==> config.mk <==
export PLATFORM = sky130hd
export DESIGN_NAME = dds_bank
export DESIGN_NICKNAME = d
export VERILOG_FILES = /design/src/rtl/dds_pkg.sv /design/src/rtl/ser_ctrl.sv /design/src/rtl/phase_dp.sv /design/src/rtl/dds_bank.sv
export SDC_FILE = /design/constraint.sdc
export NUM_CORES = 1
export LEC_CHECK = 0
export ABC_AREA = 1
export BUFFER_PORTS_ARGS = -buffer_cell sky130_fd_sc_hd__buf_2
export CORE_MARGIN = 2
export CORE_UTILIZATION = 54
export DETAILED_ROUTE_END_ITERATION = 7
export GPL_TIMING_DRIVEN = 0
export PLACE_DENSITY = 0.7
export RECOVER_POWER = 50
export SLEW_MARGIN = 20
export SYNTH_ARGS = -nofsm -noshare
export SYNTH_HDL_FRONTEND = slang
export SYNTH_SLANG_ARGS = --single-unit
==> constraint.sdc <==
create_clock -name clk -period 2 [get_ports clk]
set_input_delay 0.1 -clock clk [delete_from_list [all_inputs] [get_ports clk]]
set_output_delay 0.1 -clock clk [all_outputs]
set_load 0.01 [all_outputs]
==> src/rtl/dds_pkg.sv <==
package dds_pkg;
  localparam int ADDR_W = 3;

  // strobes from the serial control to the phase datapath
  typedef struct packed {
    logic              load;
    logic [ADDR_W-1:0] chan;
  } ctrl_t;
endpackage

==> src/rtl/ser_ctrl.sv <==
module ser_ctrl
  import dds_pkg::*;
#(
  parameter int WORD_W = 24
) (
  input  logic              clk,
  input  logic              rst,
  input  logic              serData,
  input  logic              shiftClk,
  input  logic              loadStb,
  output ctrl_t             ctrl,
  output logic [WORD_W-1:0] word
);
  localparam int FRAME_W = ADDR_W + WORD_W;

  logic               prevShift;
  logic               prevLoad;
  logic [FRAME_W-1:0] frameReg;
  logic               shiftRise;

  assign shiftRise = shiftClk & ~prevShift;

  always_ff @(posedge clk) begin
    if (rst) begin
      prevShift <= 1'b0;
      prevLoad  <= 1'b0;
      frameReg  <= '0;
    end else begin
      prevShift <= shiftClk;
      prevLoad  <= loadStb;
      if (shiftRise) frameReg <= {frameReg[FRAME_W-2:0], serData};
    end
  end

  always_comb begin
    ctrl.load = loadStb & ~prevLoad & ~rst;
    ctrl.chan = frameReg[FRAME_W-1 -: ADDR_W];
    word      = frameReg[WORD_W-1:0];
  end
endmodule

==> src/rtl/phase_dp.sv <==
module phase_dp
  import dds_pkg::*;
#(
  parameter int CHANNELS = 5,
  parameter int WORD_W   = 24
) (
  input  logic                         clk,
  input  logic                         rst,
  input  ctrl_t                        ctrl,
  input  logic [WORD_W-1:0]            word,
  output logic [CHANNELS-1:0]          toneOut,
  output logic [CHANNELS*WORD_W-1:0]   tuneFlat,
  output logic [CHANNELS*WORD_W-1:0]   accFlat
);
  for (genvar c = 0; c < CHANNELS; c++) begin : gChan
    logic [WORD_W-1:0] tuneReg;
    logic [WORD_W-1:0] accReg;
    logic              hit;

    assign hit = ctrl.load && (ctrl.chan == ADDR_W'(c));

    always_ff @(posedge clk) begin
      if (rst) begin
        tuneReg <= '0;
        accReg  <= '0;
      end else begin
        accReg <= accReg + tuneReg;
        if (hit) tuneReg <= word;
      end
    end

    assign toneOut[c] = accReg[WORD_W-1];
    assign tuneFlat[c*WORD_W +: WORD_W] = tuneReg;
    assign accFlat[c*WORD_W +: WORD_W]  = accReg;
  end
endmodule

==> src/rtl/dds_bank.sv <==
module dds_bank
  import dds_pkg::*;
#(
  parameter int CHANNELS = 5,
  parameter int PHASE_W  = 24
) (
  input  logic                clk,
  input  logic                rst,
  input  logic                serData,
  input  logic                shiftClk,
  input  logic                loadStb,
  output logic [CHANNELS-1:0] toneOut
);
  ctrl_t                       ctrl;
  logic [PHASE_W-1:0]          word;
  logic [CHANNELS*PHASE_W-1:0] tuneFlat;
  logic [CHANNELS*PHASE_W-1:0] accFlat;

  ser_ctrl #(.WORD_W(PHASE_W)) uCtrl (
    .clk(clk), .rst(rst), .serData(serData), .shiftClk(shiftClk),
    .loadStb(loadStb), .ctrl(ctrl), .word(word)
  );

  phase_dp #(.CHANNELS(CHANNELS), .WORD_W(PHASE_W)) uDp (
    .clk(clk), .rst(rst), .ctrl(ctrl), .word(word),
    .toneOut(toneOut), .tuneFlat(tuneFlat), .accFlat(accFlat)
  );
endmodule

# Yosys cells after proc, flatten, opt, wreduce, memory -nomap -nowiden
# Cells that the tools add are included.
dict set report op_classes {
  n_eq_ne 4
  reduce_logical 6
  addsub 5
  bitwise_logic 6
}
# operator count
set op_table {}
lappend op_table {{$add 24x24->24} 5}
lappend op_table {{$eq 3x2->1 const B} 2}
lappend op_table {{$logic_and 1x1->1} 5}
lappend op_table {{$and 1x1->1} 3}
lappend op_table {{$eq 3x1->1 const B} 1}
lappend op_table {{$eq 3x3->1 const B} 1}
lappend op_table {{$logic_not 3->1} 1}
lappend op_table {{$not 1->1} 3}
dict set report totals {
  input_bits 5
  output_inout_bits 5
  reg_bits 269
}

# Depth between registers and ports, before layout
# Gate-level depths: netlist of the first run.
dict set report logic_depth {
  word_depth 4
  depth_mapped 12
}

# Cells and area by module
# From an unflattened synthesis of the first run, not the netlist that was laid out.
dict set report unflattened {
  hier_cells 2779
  area_unflattened_um2 17181.5
}
# mod instances area_each_um2 cells_each
set modules_own_cells {}
lappend modules_own_cells {phase_dp 1 15672.5 2598}
lappend modules_own_cells {ser_ctrl 1 1508.9 181}

# Worst setup path after synthesis of the first run
# OpenSTA, ideal clock, no wires.
dict set report synth_timing {
  path_type {register to register}
  from {register uDp.gChan[1].tuneReg[0]}
  to {register uDp.gChan[1].accReg[16]}
  path_buffers 0
  stages_incl_launch_ff 12
  setup_ns 0.115
  path_slack_ns 0.297
  synth_period_minus_slack_ns 1.703
  t_arrival_ns 1.588
  path_cell_list {dfxtp_1 ha_1 fa_1 nand2_1 nand2_1 and2_1 nand2_1 nand2_1 nand3_1 nand3_1 nand2_1 nor2_1}
}
dict set report synth_via {
  elab_chain_len 1
}
# item line_no
set synth_lines {}
lappend synth_lines {{start: declaration} phase_dp.sv:16} ;# logic [WORD_W-1:0] tuneReg;
lappend synth_lines {{start signal: assignment} phase_dp.sv:28} ;# if (hit) tuneReg <= word;
lappend synth_lines {{$add 24x24->24} phase_dp.sv:27} ;# accReg <= accReg + tuneReg;
lappend synth_lines {{end signal: assignment} phase_dp.sv:27}
lappend synth_lines {{end: declaration} phase_dp.sv:17} ;# logic [WORD_W-1:0] accReg;
# Every way passes these cells.
# A chain may end at the register's enable or synchronous reset.

# Worst setup path in the final report of the first run
dict set report layout_timing {
  from {register uCtrl.prevLoad}
  to {register uDp.gChan[2].tuneReg[6]}
}
dict set report layout_via {
  elab_chain_len 4
}
# item line_no
set layout_lines {}
lappend layout_lines {{start: declaration} ser_ctrl.sv:17} ;# logic prevLoad;
lappend layout_lines {{start signal: assignment} ser_ctrl.sv:30} ;# prevLoad <= loadStb;
lappend layout_lines {{$not 1->1} ser_ctrl.sv:36} ;# ctrl.load = loadStb & ~prevLoad & ~rst;
lappend layout_lines {{$and 1x1->1 (2 in series)} ser_ctrl.sv:36}
lappend layout_lines {{$logic_and 1x1->1} phase_dp.sv:20} ;# assign hit = ctrl.load && (ctrl.chan == ADDR_W'(c));
lappend layout_lines {{end signal: assignment} phase_dp.sv:28}
lappend layout_lines {{end: declaration} phase_dp.sv:16}
# Every way passes these cells.

==> results of run 1 <==
worst max-delay path, cell delays in order (launching register included):
cell and delay, ns:
dfxtp_1 0.32, nor3_4 0.41, nand4_2 0.31, clkbuf_1 0.28, o21ai_0 0.39, nor2_1 0.07
through the flow:
step | setup WS (ns) | instance area (µm²)
CTS | 0.0191 | 18200
finish | 0.0816 | 18200
detailed placement | -0.0419 | 17000
global route | -0.00266 | 18200
floorplan | 0.297 | 16500
global placement | -0.00860 | 17000
layout make-up:
type                       instances  area share [%]
sequential                       269            29.6
inverter                         427            8.85
clock buffer                      37            4.56
clock inverter                    17            1.39
timing repair buffer              12           0.379
tap                              396            2.73
multi-input combinational       1962            50.8
buffer                            59            1.65
kinds of logic (layout without fill, tap and decap cells):
kind of cell | count (synthesis) | after routing | share of synthesized area, %
xor+xnor | 5 | 5 | 0.265
buf+inv | 486 | 552 | 11.7
compound gates | 304 | 304 | 9.28
fa+ha+maj | 120 | 120 | 9.32
flops | 269 | 269 | 32.6
simple gates | 1533 | 1533 | 36.8
Yosys cell counts (10+ instances only):
cell / instances
inv_1: 421
nand4_1: 25
ha_1: 115
a21oi_1: 121
dfxtp_1: 269
clkbuf_1: 40
nor3_1: 10
buf_6: 10
nand2_1: 812
nor2_1: 552
o21ai_0: 179
nand3_1: 107
metal layers:
metal / global-route usage, % / wire length (µm) / vias to the layer above
li1: - / - / 8465
met1: 37.1 / 20400 / 7225
met2: 47.7 / 20100 / 353
met3: 3.33 / 2370 / 93
met4: 7.86 / 1210 / 0
met5: 0 / 0 / -
sequential cells by signal, indices dropped and copies added (netlist names):
name,flops
uDp.gChan.accReg,120
uCtrl.frameReg,27
uCtrl.prevShift,1
uDp.gChan.tuneReg,120
uCtrl.prevLoad,1
worst max path at each step:
stage,depth (start not counted),slack [ns],end
detailed placement,4,-0.04,uDp.gChan[1].accReg[0]
CTS,10,0.02,uDp.gChan[0].accReg[20]
floorplan,11,0.30,uDp.gChan[1].accReg[16]
global route,12,-0.003,uDp.gChan[1].accReg[12]
finish,5,0.08,uDp.gChan[2].tuneReg[6]
global placement,4,-0.009,uDp.gChan[3].accReg[1]
timing repair:
action	CTS	global route
pin swaps	0	1
resized for setup	1	16
hold buffers	3	0
hold endpoints to repair	3	0
setup endpoints to repair	2	21
power breakdown:
| part | internal (mW) | switching [mW] |
|---|---|---|
| sequential | 5.55 | 0.207 |
| clock | 3.72 | 2.34 |
| combinational | 0.324 | 0.607 |
| total | 9.59 | 3.16 |
==> impl_metrics.csv, run 1 <==
group,metric,value,unit
sta,final_max_slew_viol_count,0,
sta,final-setup-viol-count,0,
global_route,grt_first_pass_wirelength,71600,µm
die,die_h,179,µm
synthesis,netlist_area,0.0165,mm²
clocking,cts_max_level,1,
detailed_routing,postRouteAntennaNets,0,
clocking,cts.clk_slew.worst_paths,0.06,ns
global_route,grt_pass1_vias,14892,
run_status,run_status,"complete, no violations",
clocking,clock_latency,0.57,ns
sta,holdWs,0.248,ns
worst_setup_path,regToRegSetupSlack,0.08,ns
hold_path,min_path_cells,5,
die,core,0.0303,mm²
global_route,gr-total-overflow,0,
synthesis,ys_warn_count,0,
final_layout,final_util,59.9,%
final_layout,final_cell_mix,"nand2_1, nor2_1, inv_1, dfxtp_1, o21ai_0",
final_layout,multiInputGateArea,0.00924,mm²
die,num_rows,64,
synthesis,synth_cell_type_count,26,
synthesis,synth_edf_count,0,
clocking,cts_max_path_buffers,3,
detailed_routing,wire_per_inst,13.9,µm
final_layout,final_net_count,2886,
place,portBuffers,9,
synthesis,syn_nets,2842,
sta,worstMarginPinSlew,0.987,ns
hold_path,hold_path.class,"input pin to flop",
worst_setup_path,worstRegToRegCells,5,
sta,min_period_over_period,95.9,%
synthesis,syn_inst,2717,
pwr,ir_drop,0.000546,V
sta,fmax,0.521,GHz
worst_setup_path,crit_path_max_fanout,10,
sta,skew,0.0239,ns
clocking,clock_sinks,269,
final_layout,drive_gt1_share,3.45,%
worst_setup_path,critical_path_class,"flop to flop",
final_layout,n_antenna_cell,0,
sta,rsz0062_at_grt,"yes",
worst_setup_path,cp.required,2.43,ns
sta,setup_tns,0,ns
global_route,grt_usage,28.0,%
synthesis,yosysTopAreaCell,"dfxtp_1",
synthesis,ys_ff_latch,269,
worst_setup_path,crit_arrival,2.34,ns
worst_setup_path,startpoint,"uCtrl.prevLoad",
die,dieArea,0.0320,mm²
synthesis,synth_area_leaders,"dfxtp_1, nand2_1, nor2_1",
synthesis,async_reset_ff_share,0,%
sta,hold_violations,0,
synthesis,yosysTopAreaCellShare,32.6,%
pwr,power.density,701,mW/mm²
hold_path,hp-start,"rst",
worst_setup_path,r2r-start,"uCtrl.prevLoad",
place,dpl.hpwl,34300,µm
clocking,cts_tree,"done",
final_layout,synthToLayoutAreaGrowth,10.1,%
worst_setup_path,end_kind,"flop",
pwr,power,12.7,mW
job,drv_cap,0,
final_layout,seq_area,0.00539,mm²
final_layout,fill_cells,3054,
place,place_congestion,0.962,
die,initial_core_util,54.4,%
detailed_routing,drc,0,
synthesis,synth_ff_type,"dfxtp_1",
clocking,post_cts_buffers,0,
sta,slew_headroom,34.2,%
die,die_w,179,µm
pwr,leakagePower,9.76,nW
detailed_routing,via_per_inst,5.08,
place,place_inst,3122,
synthesis,avgSynthCellArea,6.08,µm²
global_route,antenna_found_initial,0,
detailed_routing,drt_iter0_drc,1100,
detailed_routing,vias,16136,
global_route,grt_max_degree,15,
synthesis,yosysSeqAreaShare,32.6,%
hold_path,holdPathEnd,"uDp.gChan[4].tuneReg[23]",
detailed_routing,dr.pass1.iters,5,
final_layout,layoutNonFillerInstCount,3179,
sta,period_minus_slack,1.92,ns
clocking,cts-root-buf,"clkbuf_16",
die,ios,10,
worst_setup_path,start_kind,"flop",
clocking,cts_inserted_buffers,30,
final_layout,final_common_cell,"nand2_1",
worst_setup_path,rr_endpoint,"uDp.gChan[2].tuneReg[6]",
detailed_routing,routed_wl,44100,µm
Power figures use the tool's default switching activity.
==> run 2: changes to the inputs <==
--- a/config.mk
+++ b/config.mk
@@ -5,7 +5,6 @@
 export SDC_FILE = /design/constraint.sdc
 export NUM_CORES = 1
 export LEC_CHECK = 0
-export ABC_AREA = 1
 export BUFFER_PORTS_ARGS = -buffer_cell sky130_fd_sc_hd__buf_2
 export CORE_MARGIN = 2
 export CORE_UTILIZATION = 54
==> run 2 against run 1 <==
The run now ends with negative setup slack left. Power shrank 11%. Register-to-register slack lost 0.40 ns. Clock power shrank 7.6%. Count of clock-buffer cells in the layout shrank 5. Synthesized cell count shrank 36%. Global-route usage grew 0.24 points. Area after synthesis shrank 15%. Critical path type unchanged. Largest cell class unchanged. Sequential power shrank 6.6%.
==> impl_metrics.csv, run 2 <==
group,metric,value,unit
place,dpl.hpwl,25300,µm
synthesis,syn_nets,1853,
final_layout,n_antenna_cell,0,
synthesis,ys_warn_count,0,
clocking,clock_latency,0.57,ns
die,initial_core_util,54.5,%
detailed_routing,vias,12798,
final_layout,final_cell_mix,"nand2_1, dfxtp_1, a21oi_1, nor2_1",
final_layout,final_net_count,1952,
die,core,0.0258,mm²
synthesis,synth_area_leaders,"dfxtp_1, ha_1, nand2_1",
sta,skew,0.0230,ns
final_layout,reg_top3,"uDp.gChan.accReg: 120 flops, uDp.gChan.tuneReg: 120 flops, uCtrl.frameReg: 27 flops",
synthesis,synth_edf_count,0,
clocking,cts.clk_slew.worst_paths,0.06,ns
worst_setup_path,end_kind,"flop",
detailed_routing,dr.pass1.iters,5,
sta,min_period_over_period,116,%
final_layout,synthToLayoutAreaGrowth,25.5,%
sta,period_minus_slack,2.32,ns
worst_setup_path,crit_path_max_fanout,2,
synthesis,synth_ff_type,"dfxtp_1",
worst_setup_path,startpoint,"uDp.gChan[4].tuneReg[0]",
die,ios,10,
worst_setup_path,worstRegToRegCells,9,
clocking,cts_tree,"done",
detailed_routing,routed_wl,39700,µm
synthesis,async_reset_ff_share,0,%
worst_setup_path,r2r-start,"uDp.gChan[4].tuneReg[0]",
synthesis,yosysTopAreaCell,"dfxtp_1",
sta,worstMarginPinSlew,0.889,ns
worst_setup_path,regToRegSetupSlack,-0.32,ns
detailed_routing,drc,0,
detailed_routing,postRouteAntennaNets,0,
worst_setup_path,crit_arrival,2.77,ns
place,placed_area,0.0149,mm²
die,die_w,165,µm
final_layout,fin_area,0.0177,mm²
sta,hold_violations,0,
pwr,power.density,639,mW/mm²
synthesis,avgSynthCellArea,8.15,µm²
worst_setup_path,rr_endpoint,"uDp.gChan[4].accReg[22]",
pwr,ir_drop,0.000709,V
job,drv_cap,0,
worst_setup_path,crit_end,"uDp.gChan[4].accReg[22]",
sta,final_max_slew_viol_count,0,
global_route,grt_first_pass_wirelength,61100,µm
detailed_routing,drt_iter0_drc,872,
global_route,grt_pass1_vias,11878,
sta,slew_headroom,40.7,%
final_layout,final_util,68.4,%
clocking,cts_max_path_buffers,3,
synthesis,syn_inst,1728,
synthesis,yosysTopAreaCellShare,38.3,%
hold_path,hold_path.class,"input pin to flop",
die,die_h,165,µm
die,dieArea,0.0274,mm²
detailed_routing,via_per_inst,5.86,
synthesis,ys_ff_latch,269,
clocking,cts_inserted_buffers,29,
place,place_congestion,0.854,
synthesis,synthTopCellsByCount,"nand2_1, dfxtp_1, a21oi_1, nor2_1, ha_1",
final_layout,final_common_cell,"nand2_1",
sta,fmax,0.432,GHz
final_layout,drive_gt1_share,22.7,%
pwr,leakagePower,6.94,nW
global_route,antenna_found_initial,0,
clocking,clock_sinks,269,
global_route,gr-total-overflow,0,
worst_setup_path,start_kind,"flop",
global_route,grt_usage,28.2,%
synthesis,yosysSeqAreaShare,38.3,%
sta,rsz0062_at_grt,"yes",
sta,fin_ws,-0.317,ns
worst_setup_path,cp.required,2.46,ns
run_status,failed_checks,"negative setup slack",
clocking,cts-root-buf,"clkbuf_16",
sta,final-setup-viol-count,50,
synthesis,netlist_area,0.0141,mm²
global_route,grt_max_degree,16,
worst_setup_path,critical_path_class,"flop to flop",
die,num_rows,59,
place,portBuffers,9,
run_status,run_status,"finished, violations left",
detailed_routing,wire_per_inst,18.2,µm
synthesis,yosysMostFrequentCell,"nand2_1",
clocking,cts_max_level,1,
synthesis,synth_cell_type_count,74,
run 2: how the worst min path moves through the flow:
stage | from | end | slack, ns | cells past startpoint
2_1_floorplan | rst | uCtrl.prevLoad | 0.20 | 1
3_3_place_gp | serData | uCtrl.frameReg[0] | 0.38 | 3
3_5_place_dp | serData | uCtrl.frameReg[0] | 0.39 | 3
4_1_cts | rst | uDp.gChan[2].accReg[9] | 0.06 | 3
5_1_grt | rst | uDp.gChan[2].accReg[9] | 0.24 | 3
6_report | rst | uDp.gChan[2].accReg[9] | 0.23 | 3
run 2: power by group:
part	switching [mW]	internal (mW)	total, mW
logic	0.232	0.0784	0.310
registers	0.0172	5.37	5.38
clock network	2.44	3.16	5.60
total	2.68	8.61	11.3
run 2: per-layer routing:
layer  track usage [%]  vias up  part of all wire, %
met2              46.6      349                   47
li1                  -     6246                    -
met5                 0        -                    0
met1              38.0     6112                   45
met4              8.74        0                  3.1
met3              4.27       91                  5.2
run 2: kinds of logic after synthesis:
kind of cell             after synthesis  synth area share (%)
AO/OA/AOI/OAI                        485                  21.3
XOR/XNOR                              79                  4.92
adder cells (fa/ha/maj)              120                  10.9
buffers and inverters                106                  3.32
flip-flops                           269                  38.3
multiplexers                           9                 0.711
AND/OR/NAND/NOR                      660                  20.6
run 2: through the flow:
step	power (mW)	hold WS, ns	TNS (ns)	instances	setup WS (ns)
floorplan	5.69	0.197	-1.53	1728	-0.242
global placement	5.80	0.380	-87.23	2072	-0.595
detailed placement	5.81	0.386	-96.66	2072	-0.650
CTS	11.3	0.0565	-7.14	2166	-0.362
global route	11.6	0.237	-13.08	2185	-0.426
finish	11.3	0.228	-7.62	2185	-0.317
run 2: what timing repair did:
action / in CTS / in global routing
gates resized for setup: 138 / 154
cloned: 0 / 0
endpoints found under the setup margin: 77 / 112
pin swaps: 104 / 91
endpoints found under the hold margin: 3 / 0
setup buffers: 39 / 29
hold buffers: 3 / 0
run 2: layout make-up:
class                   instances  area [µm²]
multi-input cells            1353        9760
inverters                      25        93.8
clock inverters                22         230
clock buffers                  32         757
flip-flops and latches        269        5450
plain buffers                  76         354
repair buffers                 73         592
well taps                     335         419
fillers                      2097        8180
run 2: critical path, stage by stage, from the launching register on:
cell and delay, ns:
dfxtp_2 0.33, ha_4 0.16, fa_2 0.37, a211oi_4 0.26
o21ai_2 0.14, a21oi_2 0.20, o21ai_2 0.12, o22ai_2 0.24
o21ai_2 0.09, mux2_4 0.29
==> run 3: changes to the inputs <==
==> constraint.sdc (replaced) <==
create_clock -name clk -period 2.3 [get_ports clk]
set_input_delay 0.115 -clock clk [delete_from_list [all_inputs] [get_ports clk]]
set_output_delay 0.115 -clock clk [all_outputs]
set_load 0.01 [all_outputs]
==> run 3 against run 2 <==
The flow still finishes with violations (negative setup slack). Maximum frequency down 2.3%. Setup slack improved by 0.25 ns. Clock skew shrank 0.013 ns. Die area unchanged. Power is 14% lower. Critical path type unchanged.
==> impl_metrics.csv, run 3 (same netlist as run 2, synthesis figures left out) <==
group,metric,value,unit
pwr,power,9.72,mW
worst_setup_path,start_kind,"flop",
worst_setup_path,rr_endpoint,"uDp.gChan[4].accReg[22]",
die,die_h,165,µm
run_status,failed_checks,"negative setup slack",
place,portBuffers,9,
final_layout,final_util,63.6,%
pwr,power.density,591,mW/mm²
global_route,antenna_found_initial,0,
detailed_routing,dr.pass1.iters,7,
sta,final-setup-viol-count,9,
clocking,cts_max_path_buffers,3,
global_route,grt_pass1_vias,11634,
worst_setup_path,crit_end,"uDp.gChan[4].accReg[22]",
place,place_congestion,0.871,
clocking,cts.clk_slew.worst_paths,0.06,ns
worst_setup_path,crit_arrival,2.80,ns
sta,rsz0062_at_grt,"yes",
die,ios,10,
worst_setup_path,cp.required,2.73,ns
sta,period_minus_slack,2.37,ns
sta,hold_violations,0,
sta,min_period_over_period,103,%
detailed_routing,routed_wl,37800,µm
global_route,grt_usage,27.4,%
final_layout,final_common_cell,"nand2_1",
job,drv_cap,0,
pwr,ir_drop,0.000584,V
worst_setup_path,worstRegToRegCells,9,
sta,fmax,0.422,GHz
detailed_routing,wire_per_inst,17.5,µm
die,num_rows,59,
detailed_routing,postRouteAntennaNets,0,
place,place_inst,2072,
final_layout,reg_top3,"uDp.gChan.accReg: 120 flops, uDp.gChan.tuneReg: 120 flops, uCtrl.frameReg: 27 flops",
hold_path,hold_path.class,"input pin to flop",
run_status,run_status,"finished, violations left",
global_route,gr-total-overflow,0,
worst_setup_path,startpoint,"uDp.gChan[4].tuneReg[0]",
final_layout,layoutNonFillerInstCount,2157,
sta,skew,0.0102,ns
clocking,cts_inserted_buffers,29,
final_layout,drive_gt1_share,12.7,%
final_layout,final_cell_mix,"nand2_1, dfxtp_1, a21oi_1, nor2_1, ha_1",
die,initial_core_util,54.5,%
die,die_w,165,µm
final_layout,final_net_count,1927,
clocking,clock_sinks,269,
worst_setup_path,r2r-start,"uDp.gChan[4].tuneReg[0]",
worst_setup_path,critical_path_class,"flop to flop",
detailed_routing,drt_iter0_drc,906,
final_layout,synthToLayoutAreaGrowth,16.8,%
detailed_routing,drc,0,
final_layout,fin_area,0.0164,mm²
place,dpl.hpwl,25400,µm
sta,final_max_slew_viol_count,0,
sta,slew_headroom,32.3,%
die,core,0.0258,mm²
worst_setup_path,crit_path_max_fanout,3,
detailed_routing,via_per_inst,5.76,
global_route,grt_first_pass_wirelength,59800,µm
final_layout,n_antenna_cell,0,
die,dieArea,0.0274,mm²
worst_setup_path,regToRegSetupSlack,-0.07,ns
clocking,cts-root-buf,"clkbuf_16",
pwr,leakagePower,6.75,nW
clocking,cts_tree,"done",
place,placed_area,0.0145,mm²
clocking,cts_max_level,1,
hold_path,min_path_cells,3,
sta,worstMarginPinSlew,1.02,ns
worst_setup_path,end_kind,"flop",
global_route,grt_max_degree,14,
detailed_routing,vias,12420,
clocking,clock_latency,0.54,ns
sta,fin_ws,-0.0714,ns
run 3: cell count changes in the layout (fill, tap and decap cells not counted), sizes merged:
cell,before,now
clkinv,12,9
buf,96,52
inv,29,25
dlygate4sd3,3,4
clkbuf,82,107
clkinvlp,3,0
run 3: layer usage:
| layer | wire, µm | global-route usage [%] | vias to the layer above |
|---|---|---|---|
| met3 | 2090 | 3.92 | 67 |
| li1 | - | - | 6192 |
| met1 | 16900 | 36.9 | 5853 |
| met4 | 1070 | 8.35 | 0 |
| met5 | 0 | 0 | - |
| met2 | 17700 | 45.7 | 308 |
run 3: critical path, stage by stage (launching register included):
cell and delay [ns]:
dfxtp_2 0.32, ha_1 0.23, fa_2 0.40, a211oi_4 0.26
o21ai_2 0.11, a21oi_2 0.21, o21ai_2 0.12, o22ai_2 0.20
o21ai_1 0.10, mux2_4 0.30
run 3: worst min path at each step:
stage	from	end	slack, ns
after floorplan	rst	uCtrl.prevLoad	0.21
after global placement	serData	uCtrl.frameReg[0]	0.39
after detailed placement	serData	uCtrl.frameReg[0]	0.39
after CTS	rst	uDp.gChan[2].accReg[9]	0.05
after global routing	rst	uDp.gChan[2].accReg[9]	0.17
final	rst	uDp.gChan[2].accReg[9]	0.14
run 3: power breakdown:
part | internal (mW) | switching, mW | total, mW
clock | 2.85 | 1.91 | 4.76
sequential | 4.67 | 0.0171 | 4.69
combinational | 0.0656 | 0.197 | 0.263
run 3: area by class of cell:
| type | count | area, µm² |
|---|---|---|
| repair buffers | 44 | 313 |
| fillers | 2206 | 9390 |
| inverters | 25 | 93.8 |
| flip-flops and latches | 269 | 5410 |
| plain buffers | 80 | 363 |
| multi-input cells | 1353 | 8870 |
| clock buffers | 39 | 833 |
| well taps | 335 | 419 |
| clock inverters | 12 | 135 |
run 3: metrics by stage:
| stage | hold slack [ns] | setup TNS (ns) | setup slack (ns) |
|---|---|---|---|
| 2_1_floorplan | 0.212 | -0.0144 | -0.0144 |
| 3_3_place_gp | 0.388 | -22.34 | -0.352 |
| 3_5_place_dp | 0.394 | -29.16 | -0.354 |
| 4_1_cts | 0.0456 | -0.265 | -0.0783 |
| 5_1_grt | 0.172 | -2.36 | -0.158 |
| 6_report | 0.140 | -0.281 | -0.0714 |
run 3: what timing repair did:
action | in CTS | in global routing
setup endpoints to repair | 33 | 46
pin swaps | 56 | 53
setup buffers | 20 | 12
hold endpoints to repair | 3 | 0
hold buffers | 4 | 0
gates resized for setup | 72 | 64
